File: src/rtl/mod_timer_pkg.sv
package mod_timer_pkg;

  // Register byte offsets (software-visible map)
  localparam int OFS_CTRL  = 'h00;
  localparam int OFS_COUNT = 'h04;
  localparam int OFS_END   = 'h08;
  localparam int OFS_START = 'h4C;

  // Control word field positions
  localparam int CTRL_PS_LSB  = 0;
  localparam int CTRL_SRC_LSB = 3;
  localparam int CTRL_IE_BIT  = 6;
  localparam int CTRL_OVF_BIT = 7;

  // Clock-source codes
  localparam logic [1:0] SRC_OFF = 2'd0;
  localparam logic [1:0] SRC_SYS = 2'd1;

  typedef enum logic [2:0] {
    SEL_NONE,
    SEL_CTRL,
    SEL_COUNT,
    SEL_END,
    SEL_START
  } regSel_e;

  // Strobes from control to datapath
  typedef struct packed {
    logic run;       // counter clock is the system clock
    logic cntLoad;   // force counter to working start value
    logic divClear;  // restart prescale divider
    logic bufCopy;   // shadow copies may move to working registers
  } dpCtl_t;

endpackage

File: src/rtl/mod_timer_dp.sv
module mod_timer_dp
  import mod_timer_pkg::*;
#(
  parameter int CNT_W = 16,
  parameter int PS_W  = 3
) (
  input  logic             clk,
  input  logic             rstN,
  input  dpCtl_t           ctl,
  input  logic [PS_W-1:0]  psExp,
  input  logic [CNT_W-1:0] endBuf,
  input  logic [CNT_W-1:0] startBuf,
  output logic [CNT_W-1:0] cntVal,
  output logic [CNT_W-1:0] endActive,
  output logic [CNT_W-1:0] startActive,
  output logic             wrapEvt
);

  localparam int DIV_W = (1 << PS_W) - 1;

  logic [DIV_W-1:0] divQ;
  logic [DIV_W-1:0] divLimit;
  logic             tick;
  logic             atEnd;

  // Terminal divider value is 2^P - 1
  assign divLimit = DIV_W'({DIV_W{1'b1}} >> (PS_W'(DIV_W) - psExp));
  assign tick     = ctl.run && (divQ >= divLimit);
  assign atEnd    = (cntVal == endActive);
  assign wrapEvt  = tick && atEnd && !ctl.cntLoad;

  always_ff @(posedge clk or negedge rstN) begin
    if (!rstN) begin
      divQ <= '0;
    end else if (ctl.divClear) begin
      divQ <= '0;
    end else if (ctl.run) begin
      divQ <= tick ? '0 : divQ + 1'b1;
    end
  end

  always_ff @(posedge clk or negedge rstN) begin
    if (!rstN) begin
      cntVal <= '0;
    end else if (ctl.cntLoad) begin
      cntVal <= startActive;
    end else if (tick) begin
      cntVal <= atEnd ? startActive : cntVal + 1'b1;
    end
  end

  always_ff @(posedge clk or negedge rstN) begin
    if (!rstN) begin
      endActive   <= '1;
      startActive <= '0;
    end else if (ctl.bufCopy) begin
      endActive   <= endBuf;
      startActive <= startBuf;
    end
  end

endmodule

File: src/rtl/mod_timer_ctrl.sv
module mod_timer_ctrl
  import mod_timer_pkg::*;
#(
  parameter int ADDR_W = 8,
  parameter int DATA_W = 32,
  parameter int CNT_W  = 16,
  parameter int PS_W   = 3
) (
  input  logic              clk,
  input  logic              rstN,
  input  logic [ADDR_W-1:0] regAddr,
  input  logic              wrEn,
  input  logic              rdEn,
  input  logic [DATA_W-1:0] wrData,
  input  logic              wrapEvt,
  input  logic [CNT_W-1:0]  cntVal,
  input  logic [CNT_W-1:0]  endActive,
  input  logic [CNT_W-1:0]  startActive,
  output dpCtl_t            ctl,
  output logic [PS_W-1:0]   psExp,
  output logic [CNT_W-1:0]  endBuf,
  output logic [CNT_W-1:0]  startBuf,
  output logic [DATA_W-1:0] rdData,
  output logic              irq
);

  regSel_e    sel;
  logic [1:0] srcQ;
  logic       ieQ;
  logic       flagQ;
  logic       armedQ;
  logic       ctrlWr;
  logic       clearReq;
  logic       unusedHi;

  always_comb begin
    sel = SEL_NONE;
    if (regAddr == ADDR_W'(OFS_CTRL))  sel = SEL_CTRL;
    if (regAddr == ADDR_W'(OFS_COUNT)) sel = SEL_COUNT;
    if (regAddr == ADDR_W'(OFS_END))   sel = SEL_END;
    if (regAddr == ADDR_W'(OFS_START)) sel = SEL_START;
  end

  assign ctrlWr   = wrEn && (sel == SEL_CTRL);
  assign clearReq = ctrlWr && !wrData[CTRL_OVF_BIT] && armedQ;
  assign unusedHi = ^wrData[DATA_W-1:CNT_W];

  always_ff @(posedge clk or negedge rstN) begin
    if (!rstN) begin
      psExp <= '0;
      srcQ  <= SRC_OFF;
      ieQ   <= 1'b0;
    end else if (ctrlWr) begin
      psExp <= wrData[CTRL_PS_LSB +: PS_W];
      srcQ  <= wrData[CTRL_SRC_LSB +: 2];
      ieQ   <= wrData[CTRL_IE_BIT];
    end
  end

  // New overflow beats a clear in the same cycle
  always_ff @(posedge clk or negedge rstN) begin
    if (!rstN) begin
      flagQ <= 1'b0;
    end else if (wrapEvt) begin
      flagQ <= 1'b1;
    end else if (clearReq) begin
      flagQ <= 1'b0;
    end
  end

  // A clear needs a read of the flag as 1 since the last control write
  always_ff @(posedge clk or negedge rstN) begin
    if (!rstN) begin
      armedQ <= 1'b0;
    end else if (ctrlWr) begin
      armedQ <= 1'b0;
    end else if (rdEn && (sel == SEL_CTRL) && flagQ) begin
      armedQ <= 1'b1;
    end
  end

  always_ff @(posedge clk or negedge rstN) begin
    if (!rstN) begin
      endBuf   <= '1;
      startBuf <= '0;
    end else if (wrEn) begin
      if (sel == SEL_END)   endBuf   <= wrData[CNT_W-1:0];
      if (sel == SEL_START) startBuf <= wrData[CNT_W-1:0];
    end
  end

  always_comb begin
    ctl          = '0;
    ctl.run      = (srcQ == SRC_SYS);
    ctl.cntLoad  = wrEn && (sel == SEL_COUNT);
    ctl.divClear = ctrlWr && (wrData[CTRL_SRC_LSB +: 2] == SRC_OFF);
    ctl.bufCopy  = (srcQ == SRC_OFF);
  end

  always_comb begin
    unique case (sel)
      SEL_CTRL:  rdData = DATA_W'({flagQ, ieQ, 1'b0, srcQ, psExp});
      SEL_COUNT: rdData = DATA_W'(cntVal);
      SEL_END:   rdData = DATA_W'(endActive);
      SEL_START: rdData = DATA_W'(startActive);
      default:   rdData = '0;
    endcase
  end

  assign irq = flagQ && ieQ;

endmodule

File: src/rtl/mod_timer.sv
module mod_timer
  import mod_timer_pkg::*;
#(
  parameter int ADDR_W = 8,
  parameter int DATA_W = 32,
  parameter int CNT_W  = 16,
  parameter int PS_W   = 3
) (
  input  logic              clk,
  input  logic              rstN,
  input  logic [ADDR_W-1:0] regAddr,
  input  logic              wrEn,
  input  logic              rdEn,
  input  logic [DATA_W-1:0] wrData,
  output logic [DATA_W-1:0] rdData,
  output logic              irq
);

  dpCtl_t           ctl;
  logic [PS_W-1:0]  psExp;
  logic [CNT_W-1:0] endBuf;
  logic [CNT_W-1:0] startBuf;
  logic [CNT_W-1:0] cntVal;
  logic [CNT_W-1:0] endActive;
  logic [CNT_W-1:0] startActive;
  logic             wrapEvt;

  mod_timer_ctrl #(
    .ADDR_W(ADDR_W), .DATA_W(DATA_W), .CNT_W(CNT_W), .PS_W(PS_W)
  ) u_ctrl (
    .clk(clk), .rstN(rstN), .regAddr(regAddr), .wrEn(wrEn), .rdEn(rdEn),
    .wrData(wrData), .wrapEvt(wrapEvt), .cntVal(cntVal),
    .endActive(endActive), .startActive(startActive), .ctl(ctl),
    .psExp(psExp), .endBuf(endBuf), .startBuf(startBuf),
    .rdData(rdData), .irq(irq)
  );

  mod_timer_dp #(
    .CNT_W(CNT_W), .PS_W(PS_W)
  ) u_dp (
    .clk(clk), .rstN(rstN), .ctl(ctl), .psExp(psExp), .endBuf(endBuf),
    .startBuf(startBuf), .cntVal(cntVal), .endActive(endActive),
    .startActive(startActive), .wrapEvt(wrapEvt)
  );

endmodule

File: config.mk
export PLATFORM = sky130hd
export DESIGN_NAME = mod_timer
export DESIGN_NICKNAME = d
export VERILOG_FILES = /design/src/rtl/mod_timer_pkg.sv /design/src/rtl/mod_timer_dp.sv /design/src/rtl/mod_timer_ctrl.sv /design/src/rtl/mod_timer.sv
export SDC_FILE = /design/constraint.sdc
export NUM_CORES = 1
export LEC_CHECK = 0
export ABC_AREA = 1
export CAP_MARGIN = 20
export CORE_ASPECT_RATIO = 0.75
export CORE_MARGIN = 2
export CORE_UTILIZATION = 35
export DETAILED_ROUTE_END_ITERATION = 7
export PLACE_DENSITY = 0.67
export SKIP_LAST_GASP = 1
export SYNTH_ARGS = -nofsm -noshare
export SYNTH_HDL_FRONTEND = slang
export SYNTH_HIERARCHICAL = 1
export SYNTH_SLANG_ARGS = --single-unit
File: constraint.sdc
create_clock -name clk -period 3.59 [get_ports clk]
set_clock_uncertainty 0.05 [all_clocks]
set_input_delay 1.077 -clock clk [delete_from_list [all_inputs] [get_ports clk]]
set_output_delay 1.077 -clock clk [all_outputs]
set_load 0.01 [all_outputs]
==> summary.md <==
| Metric | Value |
|---|---|
| DRC | `0` |
| PwrDens | `486 nW/um^2` |
| Least-Margin Pin Slew | `0.799 ns` |
| Synth top area cells | `dfrtp_1 28%, nand2_1 18%, dfstp_2 15%, nand3_1 7.4%, o21ai_0 5.9%` |
| Remaining antenna violation count after routing | `0` |
| Area Growth Syn to Fin | `18.0%` |
| Setup_tns | `0 ns` |
| Part of the Yosys area used for sequential elements | `43.2%` |
| I/O Pins | `77` |
| R2R Path Start | `u_ctrl/psExp[1]$_DFFE_PN0N_` |
| Compound-gate portion of the synthesized area | `6.84%` |
| Global-route wire length before repair | `24200 um` |
| CP Depth | `10` |
| Peak VDD IR | `217 uV` |
| Hold Vio Cnt, Final | `0` |
| P_sw | `1.13 mW` |
| Crit. End Element | `output port` |
| CORE AREA | `15800 um^2` |
| Post-synthesis area per instance | `7.44 um^2` |
| CP Max Fanout | `7` |
| Slowest stage delay, CP | `0.50 ns` |
| EDFF count, synth | `0` |
| CTS Buf Count | `9` |
| # fillers | `1633` |
| Initial DRT Pass Iterations | `4` |
| Relative slew slack | `46.6%` |
| Pin count of the biggest net entering global routing | `44` |
| CP Data Arrival Time | `2.45 ns` |
| Combinational Power Share | `25.7%` |
| DRT iter0 DRCs | `453` |
| Die Wd | `150 um` |
| Worst setup path class | `in -> out` |
| Crit path required time | `2.46 ns` |
| Antenna diodes | `0` |
| Max cap viols | `0` |
| F_max | `280 MHz` |
| PortBufs | `44` |
| Run status | `finished clean` |
| CTS tree | `done` |
| End-of-flow core utilization | `41.8%` |
| Die height | `114 um` |
| Crit-path cells | `clkdlybuf4s50_1 -> inv_2 -> nand2_2 -> nor2_8 -> nand2_8 -> clkinv_4 -> buf_4 -> nand2_1 -> nand3_1 -> clkdlybuf4s15_2` |
| Post-synth top area share | `28.2%` |
| Number of synthesized register bits | `95` |
| Die ar. | `17000 um^2` |
| Longest Clk Path Bufs | `2` |
| Initial antenna violation count | `0` |
| Period utilisation layout | `99.6%` |
| Wirelength per Cell | `14.3 um` |
| Critical path buffers and inverters | `5` |
| Placer congestion estimate | `0.862` |
| Post-synthesis mux area share | `0.201%` |
| Tmin final | `3.58 ns` |
| Hold depth | `2` |
| Rows | `40` |
| Reg2reg setup slack | `1.40 ns` |
| CP Launch Type | `input pin` |
| Slowest CP cell | `clkdlybuf4s50_1` |
| Via/cell ratio | `4.84` |
| Top delay family on crit path | `buffers and inverters` |
| RSZ-0062 raised after global routing | `true` |
| CTS Hold Bufs | `0` |
| Endpoints failing setup | `0` |
| Switching share of power | `35.2%` |
| Reg-to-reg endpoint | `u_dp/cntVal[14]$_DFFE_PN0P_` |
| Synth cell types | `36` |
| Number of global-route vias before repair | `4634` |
| Layout Nets | `858` |
| Share of cells above drive strength 1 | `17.8%` |
| Hold Startpoint | `u_ctrl/startBuf[6]$_DFFE_PN0P_` |
| Int Power | `2.08 mW` |
| Leak | `3.22 nW` |
| Max-slew violation count | `0` |
| Hold endpoint | `u_dp/startActive[6]$_DFFE_PN0P_` |
| Total GRT Usage | `18.2%` |
| Grt ovf | `0` |
| Hpwl dp | `10500 um` |
| Largest family of logic cells by synthesized area | `simple AND/OR/NAND/NOR gates` |
| Top_reg_cell synth | `dfrtp_1` |
| # H-tree levels | `3` |
| Post-Syn Instances | `752` |
| Sequential standard cell area | `2420 um^2` |
| Syn Std Cell Area | `5600 um^2` |
| Post-Synth Adder-Cell Area | `2.01%` |
| Hold_ws | `0.426 ns` |
| Post-Synth XOR/XNOR Area | `2.35%` |
| Async S/R FF share, synth | `100%` |
| Synth Area in Simple Gates | `35.0%` |
| Worst R2R Path Depth | `11` |
| Clock power share | `30.3%` |
| Via count of the routed design | `4939` |
| Synth area leader | `dfrtp_1` |
| Synth Warn # | `6` |
| Initial Util | `35.4%` |
| Final wirelength | `14600 um` |
| Clk_lat worst skew | `0.36 ns` |
| # clock sinks | `95` |
| Power share of the sequential group | `44.0%` |
| Root Driver | `clkbuf_16` |
| Hold WC Path Type | `reg -> reg` |
| Area occupied by multi-input gates | `2700 um^2` |
| Worst-path clk slew | `0.07 ns` |
## cells in the mapped netlist (all sizes together) (9+ instances only)
library cell  number
nand3             86
dfrtp             63
nand2            285
inv               73
buf               30
xor2              14
dfstp             32
ha                 9
o21ai             69
clkbuf            12
nor2              46
nand4             12
## worst reg2reg max path, delay by kind of cell (launching register included)
kind            cells  cell delay (ns)
simple gates        7             0.78
compound gates      1             0.16
flops               1             0.52
fa+ha+maj           1             0.32
buf+inv             2             0.30
## repair_timing
item	4_1_cts	5_1_grt
gates resized for setup	65	22
setup buffers	2	0
pin swaps	3	6
endpoints found under the setup margin	16	16
endpoints found under the hold margin	0	0
## cell usage in the layout, fill, tap and decap left out, drive strengths merged, types with 5 or more instances in the layout
cell type,synthesis,layout
nand2,285,285
nand3,86,86
inv,73,74
o21ai,69,69
dfrtp,63,63
nor2,46,46
buf,30,35
dfstp,32,32
clkdlybuf4s50,0,21
conb,1,16
xor2,14,14
clkbuf,12,13
nand4,12,12
ha,9,9
a21oi,6,6
nor3,6,6
clkdlybuf4s15,0,5
clkinv,3,5
## per-layer routing
metal / wire, um / share of wire, % / global-route usage (%) / vias to the layer above
li1: - / - / - / 2460
met1: 7150 / 49 / 26.8 / 2316
met2: 6320 / 43 / 27.0 / 143
met3: 911 / 6.2 / 4.56 / 20
met4: 244 / 1.7 / 4.28 / 0
met5: 0 / 0 / 0 / -
## kinds of logic after synthesis
family | after synthesis
xor+xnor | 15
fa+ha+maj | 9
simple gates | 437
compound gates | 76
other cells | 1
mux | 1
buf+inv | 118
flops | 95
## flip-flops by register name, indices dropped and copies added (netlist names)
| register | flops |
|---|---|
| u_ctrl/endBuf | 16 |
| u_ctrl/startBuf | 16 |
| u_dp/cntVal | 16 |
| u_dp/endActive | 16 |
| u_dp/startActive | 16 |
| u_dp/divQ | 7 |
| u_ctrl/psExp | 3 |
| u_ctrl/srcQ | 2 |
| u_ctrl/armedQ | 1 |
| u_ctrl/flagQ | 1 |
| u_ctrl/ieQ | 1 |
## power by group through the flow
stage / logic [mW] / clock network, mW / registers (mW)
6_report: 0.826 / 0.973 / 1.41
4_1_cts: 0.824 / 0.990 / 1.41
5_1_grt: 0.931 / 1.04 / 1.44
3_3_place_gp: 0.802 / 0 / 1.42
3_5_place_dp: 0.823 / 0 / 1.42
2_1_floorplan: 0.670 / 0 / 1.34
## layout make-up
| cell class | instances | area share [%] |
|---|---|---|
| Multi-Input combinational cell | 554 | 40.8 |
| Sequential cell | 95 | 36.6 |
| Timing Repair Buffer | 69 | 9.58 |
| Inverter | 76 | 4.54 |
| Tap cell | 210 | 3.98 |
| Clock buffer | 11 | 3.52 |
| Clock inverter | 5 | 0.966 |
## how the worst max path moves through the flow
stage,start,to
2_1_floorplan,regAddr[5],rdData[7]
3_3_place_gp,regAddr[7],rdData[11]
3_5_place_dp,regAddr[7],rdData[11]
4_1_cts,regAddr[1],rdData[12]
5_1_grt,regAddr[4],rdData[14]
6_report,regAddr[7],rdData[14]
## metrics by stage
stage          instances  total power [mW]  worst slack [ns]  cell area, um^2
3_5_place_dp        1002              2.25            -0.533             6270
6_report            1020              3.21            0.0131             6610
3_3_place_gp        1002              2.23            -0.495             6270
4_1_cts             1020              3.22           -0.0817             6600
5_1_grt             1020              3.41           -0.0477             6610
2_1_floorplan        767              2.01             0.599             5650
Note: power is estimated with default switching activity, not from simulation.
